==> src/rtl/pwm8_split_timer.sv <==
module pwm8_split_timer #(
  parameter int W = 8
) (
  input  logic         clk,
  input  logic         rst,
  input  logic         cfg_we,
  input  logic         cfg_enable,
  input  logic         cfg_div2,
  input  logic         cfg_out_en,
  input  logic [2*W-1:0] cfg_cmp,
  input  logic         cnt_clr,
  output logic         pwm_out
);

  localparam int CW = 2 * W;

  logic          en_q, div2_q, oe_q, phase_q;
  logic [CW-1:0] cmp_q;
  logic [W-1:0]  cnt_q;
  logic [W-1:0]  per, hi;
  logic          adv;

  assign per = cmp_q[W-1:0];
  assign hi  = cmp_q[CW-1:W];
  assign adv = en_q && (!div2_q || phase_q);

  always_ff @(posedge clk) begin
    if (rst) begin
      en_q    <= 1'b0;
      div2_q  <= 1'b0;
      oe_q    <= 1'b0;
      cmp_q   <= '0;
      cnt_q   <= '0;
      phase_q <= 1'b0;
    end else begin
      if (cfg_we) begin
        en_q   <= cfg_enable;
        div2_q <= cfg_div2;
        oe_q   <= cfg_out_en;
        cmp_q  <= cfg_cmp;
      end
      if (cnt_clr) begin
        cnt_q   <= '0;
        phase_q <= 1'b0;
      end else if (en_q) begin
        phase_q <= ~phase_q;
        if (adv) cnt_q <= (cnt_q == per) ? '0 : cnt_q + 1'b1;
      end else begin
        phase_q <= 1'b0;
      end
    end
  end

  assign pwm_out = en_q && oe_q && (cnt_q < hi);

  a_r1_wrap: assert property (@(posedge clk) disable iff (rst)
    (adv && !cnt_clr && cnt_q == per) |=> (cnt_q == '0));

  a_r7_clear: assert property (@(posedge clk) disable iff (rst)
    cnt_clr |=> (cnt_q == '0));

  a_r6_hold: assert property (@(posedge clk) disable iff (rst)
    (!en_q && !cnt_clr) |=> $stable(cnt_q));

  a_r4_halved: assert property (@(posedge clk) disable iff (rst)
    (adv && div2_q) |=> !(adv && div2_q));

  a_r3_full_high: assert property (@(posedge clk) disable iff (rst)
    (en_q && oe_q && hi > per && cnt_q <= per) |-> pwm_out);

  a_r5_masked: assert property (@(posedge clk) disable iff (rst)
    (!oe_q || !en_q) |-> !pwm_out);

endmodule

==> config.mk <==
export PLATFORM = sky130hd
export DESIGN_NAME = pwm8_split_timer
export DESIGN_NICKNAME = d
export VERILOG_FILES = /design/src/rtl/pwm8_split_timer.sv
export SDC_FILE = /design/constraint.sdc
export NUM_CORES = 1
export LEC_CHECK = 0
export BUFFER_PORTS_ARGS = -buffer_cell sky130_fd_sc_hd__buf_2
export CAP_MARGIN = 10
export CELL_PAD_IN_SITES_DETAIL_PLACEMENT = 1
export CELL_PAD_IN_SITES_GLOBAL_PLACEMENT = 2
export CORE_ASPECT_RATIO = 0.8
export CORE_MARGIN = 2
export CORE_UTILIZATION = 36
export DETAILED_ROUTE_END_ITERATION = 8
export PLACE_DENSITY_LB_ADDON = 0.1
export SYNTH_ARGS = -nofsm -noshare
export SYNTH_HDL_FRONTEND = slang
export SYNTH_SLANG_ARGS = --single-unit
==> constraint.sdc <==
create_clock -name clk -period 4.3 [get_ports clk]
set_input_delay 0.645 -clock clk [delete_from_list [all_inputs] [get_ports clk]]
set_output_delay 0.645 -clock clk [all_outputs]
set_load 0.01 [all_outputs]
# Word-level counts from Yosys, hierarchy flattened
# Cells that the tools add are included.
# classes
n_addsub	1
order_cmp	1
n_eq_ne	1
muxes	1
n_bitwise	2
n_reduce_logical	8
# ops
operator	count
adder 8 x 1 -> 8 bit (second input constant)	1
== test 8 bit	1
less-than comparator 8 bit	1
two-way mux 8 bit	1
logical AND 1 bit	3
OR reduction 3 bit	1
NOT 1 bit	2
AND reduction 2 bit	1
OR reduction 2 bit	1
logical NOT 1 bit	1
logical OR 1 bit	1
# word_totals
regBits	28
input_bits	23
elab_cells	20

# Logic depth before layout (Yosys ltp)
# Gate-level depths: netlist of run 1.
# logic_depth
depth_word	4
depth_mapped	6

# Worst setup path after synthesis of run 1
# OpenSTA, ideal clock, no wires.
# synth_path
kind	register to output
from	reg cnt_q[3]
to	out pwm_out
arrival_ns	1.293
t_required_ns	3.655
setup_slack_ns	2.362
path_stages_with_launch	5
n_path_buf	0
path_cell_list	dfxtp_1 -> ha_1 -> or3_1 -> a211oi_1 -> o21a_1
# synth_via
elab_chain_cells	2
# synth_lines
item	line_no	rtl
from (decl)	19	logic [W-1:0] cnt_q;
from (signal assigned)	47	if (adv) cnt_q <= (cnt_q == per) ? '0 : cnt_q + 1'b1;
less-than comparator 8 bit	54	assign pwm_out = en_q && oe_q && (cnt_q < hi);
logical AND 1 bit	54	
to (decl)	12	output logic pwm_out
# Every way passes these cells.

# Worst setup path in the final report of run 1
# Ends and elaborated chain as after synthesis.

==> results.md, run 1 <==
- Die W: between 70 and 80 microns
- Worst skew pair latency: about 270 ps
- Setup_tns: 0 ps
- Hold Path Class: flop to flop
- Total CTS buffers: 3
- CTS H-tree depth: 1
- Syn nets: 172
- Initial core utilization: roughly two fifths
- Die area: between 4000 and 5000 sq um
- Crit Path Category: flop to primary output
- Place WS: between 2000 and 2500 ps
- Final Skew: ~4.0 ps
- Crit path capture type: primary output
- Via density: between 4 and 5
- EDFF count, synth: 0
- Rows: 19
- Routed via count: just over 1000
- Worst Hold Depth: 1
- WL/cell: approximately 15 microns
- Worst-path clk slew: around 90 ps
- Share of cells above drive strength 1: between 10% and 20%
- Detailed Place HPWL: roughly 2.3 mm
- Total Wirelength: 3.01 mm
- Number of global-route vias before repair: between 1000 and 1500
- Root Driver: clkbuf_8
- Max_cap viols: 0
- Critical path data arrival time: 1820 ps
- Most area-hungry cell type in the Yosys netlist: dfxtp_1
- Min Tclk post-route: around 2500 ps
- RSZ-0062 raised after global routing: no
- I/O pin count: 24
- Final setup fails: 0
- Peak supply drop: ~0.12 mV
- Initial antenna violation count: 0
- Clock sink count: 28
- Hold-fix buffers at CTS: 0
- Post-CTS setup buffer count: 0
- Seq cells post-synth: 28
- R2R cell count: 4
- Iter 0 DRT Violations: 8
- Leak pwr: ~0.66 nW
- Worst reg-to-reg setup slack: 2570 ps
- Core Util, Final: between 40% and 50%
- Pwr dens: 315 nW/um^2
- Placer congestion estimate: approximately 0.76
- Avg Inst Size Synth: ~9.5 sq um
- I/O Buffers: 23
- Hold EP: phase_q
- Final layout net count: 196
- Register area share after synthesis: 42.0%
- Max FO, Critical Path: 6
- Fillers: 426
- CTS max path bufs: 2
- Post-cts resize count: 0
- DRT Pass-1 Iters: 4
- Status: finished clean
- Relative slew margins: between 50% and 60%
- Top post-synthesis cells by area: dfxtp_1 42%, mux2i_1 14%, xnor2_1 8.5%
- All-Layer GR Usage: ~16%
- Setup crit start kind: flop
- Remaining global-route overflow: 0
- Fin crit share: between 50% and 60%
- Largest net degree at the start of global routing: 22
- Synthesized cell area: ~1300 sq um
- Commonest cells in the netlist: 28 x dfxtp_1, 28 x nor2_1, 19 x mux2i_1, 13 x xnor2_1
- Worst-Margin Slew: 603 ps
- Drt drc: 0
- Yosys cell types: 25
- Final Worst Setup Slack: between 1500 and 2000 ps
- Yosys top cell area share: between 40% and 50%
- Antenna fix cells: 0
- Required time of the critical path: ~3700 ps
- Routed Antenna Nets: 0
- Die height: between 50 and 60 microns
- CTS tree: yes
- Max Slew Vio Count: 0
- Hold Startpoint: phase_q
- Hold Vio Cnt, Final: 0
- First-pass GRT wire length: between 5 and 6 mm
- Worst r2r src: cnt_q[0]
- Synth warn: 0
- Reg-to-Reg End: cnt_q[1]
- Area Growth Syn to Fin: 14.4%
- Async set or reset register ratio after synthesis: 0%
- Main synth FF type: dfxtp_1
- F_max: 0.406 GHz
- Synthesized netlist cell count: 141
- Core Box Area: roughly 3500 sq um
## layout make-up
class	instances	area (sq um)	area share, %
Clock buffer	3	41.3	2.71
Inverter	7	26.3	1.72
Multi-Input combinational cell	102	729	47.8
Sequential cell	28	561	36.8
Tap cell	42	52.6	3.45
Timing Repair Buffer	23	115	7.55
## placed cells by master, fill, tap and decap left out
cell / Yosys / routed
nor4b_1: 1 / 1
o41ai_4: 1 / 1
nand4_1: 3 / 3
o21ai_0: 1 / 1
buf_2: 2 / 23
dfxtp_1: 28 / 28
a21o_1: 1 / 1
ha_1: 8 / 8
and2b_1: 1 / 1
nand2b_1: 3 / 3
nor3_1: 5 / 5
or3_1: 1 / 1
mux2i_1: 19 / 19
nor4_1: 1 / 1
nand3_1: 1 / 1
xnor2_1: 13 / 13
clkbuf_8: 0 / 3
a211oi_1: 2 / 2
nor2_1: 28 / 28
xor2_1: 2 / 2
nand2_1: 8 / 8
o2111ai_1: 1 / 1
inv_1: 7 / 7
a21oi_1: 1 / 1
o21a_1: 1 / 1
## registers in the layout (all words and copies together), names as in the netlist
register	cells
en_q	1
cmp_q	16
phase_q	1
div2_q	1
cnt_q	8
oe_q	1
## stage by stage
| step | instance area (sq um) | hold slack [ps] | power (mW) | cells |
|---|---|---|---|---|
| 2_1_floorplan | 1330 | 403 | 0.324 | 141 |
| 3_3_place_gp | 1480 | 420 | 0.342 | 202 |
| 3_5_place_dp | 1480 | 430 | 0.346 | 202 |
| 4_1_cts | 1530 | 443 | 0.493 | 205 |
| 5_1_grt | 1530 | 470 | 0.504 | 205 |
| 6_report | 1530 | 438 | 0.481 | 205 |
## cells by family (layout without fill, tap and decap cells)
group / Yosys count / count (layout) / synth area share, %
fa+ha+maj: 8 / 8 / 7.50
compound gates: 8 / 8 / 5.72
simple gates: 52 / 52 / 17.4
mux: 19 / 19 / 14.3
buf+inv: 11 / 33 / 3.28
xor+xnor: 15 / 15 / 9.85
flops: 28 / 28 / 42.0
## critical path: stages, from the launching register on
cell	delay [ps]
dfxtp_1	400
ha_1	220
or3_1	410
a211oi_1	240
o21a_1	160
buf_2	120
## worst max-delay path by stage
stage                  start       to
global placement    cnt_q[3]  pwm_out
global route        cnt_q[3]  pwm_out
detailed placement  cnt_q[3]  pwm_out
finish              cnt_q[3]  pwm_out
floorplan           cnt_q[3]  pwm_out
CTS                 cnt_q[3]  pwm_out
## report_power, final
| part | switching, mW | total [mW] | internal [mW] | leakage [nW] |
|---|---|---|---|---|
| Clock | 0.0791 | 0.142 | 0.0629 | 0.0216 |
| Sequential | 0.00863 | 0.279 | 0.271 | 0.230 |
| Combinational | 0.0308 | 0.0594 | 0.0287 | 0.404 |
## layer usage
metal  up-vias  track usage (%)  share of wire, %
met1       479             19.6                48
li1        519                -                 -
met3         2             3.77               3.5
met5         -                0                 0
met2        19             27.5                48
met4         0             3.23              0.53
No activity file was read; power rests on OpenSTA's default activity.
==> run 2: changes to the inputs <==
--- a/config.mk
+++ b/config.mk
@@ -11,7 +11,7 @@
 export CELL_PAD_IN_SITES_GLOBAL_PLACEMENT = 2
 export CORE_ASPECT_RATIO = 0.8
 export CORE_MARGIN = 2
-export CORE_UTILIZATION = 36
+export CORE_UTILIZATION = 33
 export DETAILED_ROUTE_END_ITERATION = 8
 export PLACE_DENSITY_LB_ADDON = 0.1
 export SYNTH_ARGS = -nofsm -noshare
==> constraint.sdc (replaced) <==
create_clock -name clk -period 2.3 [get_ports clk]
set_input_delay 0.345 -clock clk [delete_from_list [all_inputs] [get_ports clk]]
set_output_delay 0.345 -clock clk [all_outputs]
set_load 0.01 [all_outputs]
==> results.md, run 2 (synthesis gave the netlist of run 1 again) <==
- Hold-fix buffers at CTS: 0
- F_max: ~0.47 GHz
- I/O Buffers: 23
- Hold Path Class: input pin to flop
- Total CTS buffers: 3
- Final setup fails: 0
- Clock sink count: 28
- Worst skew pair latency: ~270 ps
- CTS max path bufs: 2
- Max FFs per register: 16
- Comb pwr share: about an eighth
- Relative slew margins: approximately three fifths
- Leak pwr: 0.655 nW
- Largest Register: cmp_q
- Hold Vio Cnt, Final: 0
- Antenna fix cells: 0
- Via density: 4.55
- Initial antenna violation count: 0
- Design Power: a little under 900 uW
- Number of global-route vias before repair: slightly below 1000
- R2R cell count: 4
- Int Pwr: 677 uW
- Required time of the critical path: between 1500 and 2000 ps
- Remaining global-route overflow: 0
- CTS H-tree depth: 1
- Switching share of power: 24.3%
- Post-cts resize count: 0
- Iter 0 DRT Violations: 22
- Worst-Margin Slew: ~570 ps
- Reg-to-Reg End: cnt_q[1]
- RSZ-0062 raised after global routing: no
- I/O pin count: 24
- All-Layer GR Usage: around an eighth
- Final layout net count: 196
- Final Worst Setup Slack: roughly 170 ps
- DRT Pass-1 Iters: 4
- Post-CTS setup buffer count: 0
- Max_cap viols: 0
- Root Driver: clkbuf_8
- Most frequent cells in the layout: 28 x nor2_1, 28 x dfxtp_1, 23 x buf_2
- Pwr dens: approximately 580 nW/um^2
- Crit path capture type: primary output
- Setup_tns: 0 ps
- Place WS: around 490 ps
- Rows: 20
- Worst r2r src: cnt_q[3]
- Flop pwr share: 58.3%
- Initial core utilization: between 30% and 40%
- WL/cell: about 12 microns
- Die W: approximately 75 microns
- Hold EP: phase_q
- Total Wirelength: around 2.7 mm
- Crit Path Category: flop to primary output
- Peak supply drop: ~0.38 mV
- Switching pwr: approximately 220 uW
- Routed via count: 992
- Core Box Area: approximately 3800 sq um
- Min Tclk post-route: approximately 2100 ps
- Max Slew Vio Count: 0
- Fin crit share: 92.7%
- Final Skew: 8.91 ps
- Share of cells above drive strength 1: 16.6%
- Critical path data arrival time: 1790 ps
- Routed Antenna Nets: 0
- Area Growth Syn to Fin: 15.6%
- Hold Startpoint: cnt_clr
- Max FO, Critical Path: 6
- Worst reg-to-reg setup slack: about 660 ps
- Largest net degree at the start of global routing: 22
- Largest regs: cmp_q: 16 flops, cnt_q: 8 flops
- CTS tree: yes
- Setup crit start kind: flop
- Drt drc: 0
- Placer congestion estimate: between 0.7 and 0.8
- First-pass GRT wire length: 4.48 mm
- Worst Hold Depth: 2
- Die height: 60.9 microns
- Detailed Place HPWL: 2.09 mm
- Clock power frac: 29.6%
- Status: finished clean
- Worst-path clk slew: ~100 ps
- Die area: around 4600 sq um
run 2: cell counts in the layout (fill, tap and decap cells not counted):
No cell type changed its count.
run 2: per-stage QoR:
step           cells  hold slack [ps]  instance area (sq um)  utilization (%)
2_1_floorplan    141              403                   1330                -
3_3_place_gp     215              419                   1500             39.2
3_5_place_dp     215              421                   1500             39.2
4_1_cts          218              236                   1540             40.3
5_1_grt          218              239                   1540             40.3
6_report         218              245                   1540             40.3
run 2: critical path: stages (launching register included):
cell and delay [ps]:
dfxtp_1 390, ha_1 200, or3_1 400, a211oi_1 250, o21a_1 150, buf_2 120
run 2: cell type report:
class	instances	area, sq um
fillers	469	2290
flip-flops and latches	28	561
well taps	55	68.8
inverters	7	26.3
clock buffers	3	41.3
repair buffers	23	115
multi-input cells	102	729
run 2: how the worst max path moves through the flow:
stage	end	start
after global routing	pwm_out	cnt_q[3]
after CTS	pwm_out	cnt_q[3]
after detailed placement	pwm_out	cnt_q[3]
after global placement	pwm_out	cnt_q[4]
after floorplan	pwm_out	cnt_q[3]
final	pwm_out	cnt_q[3]
run 2: per-layer routing:
metal / track usage, % / up-vias / share of wire [%]
met5: 0 / - / 0
met4: 2.30 / 0 / 0.52
met3: 3.49 / 2 / 4.3
met2: 22.2 / 16 / 46
met1: 17.8 / 458 / 49
li1: - / 516 / -
run 2: power groups by stage:
stage,clock network [mW],logic [mW],registers [mW]
after CTS,0.281,0.111,0.521
after detailed placement,0,0.111,0.533
after global routing,0.296,0.124,0.524
final,0.264,0.108,0.521
after global placement,0,0.108,0.532
after floorplan,0,0.0776,0.528
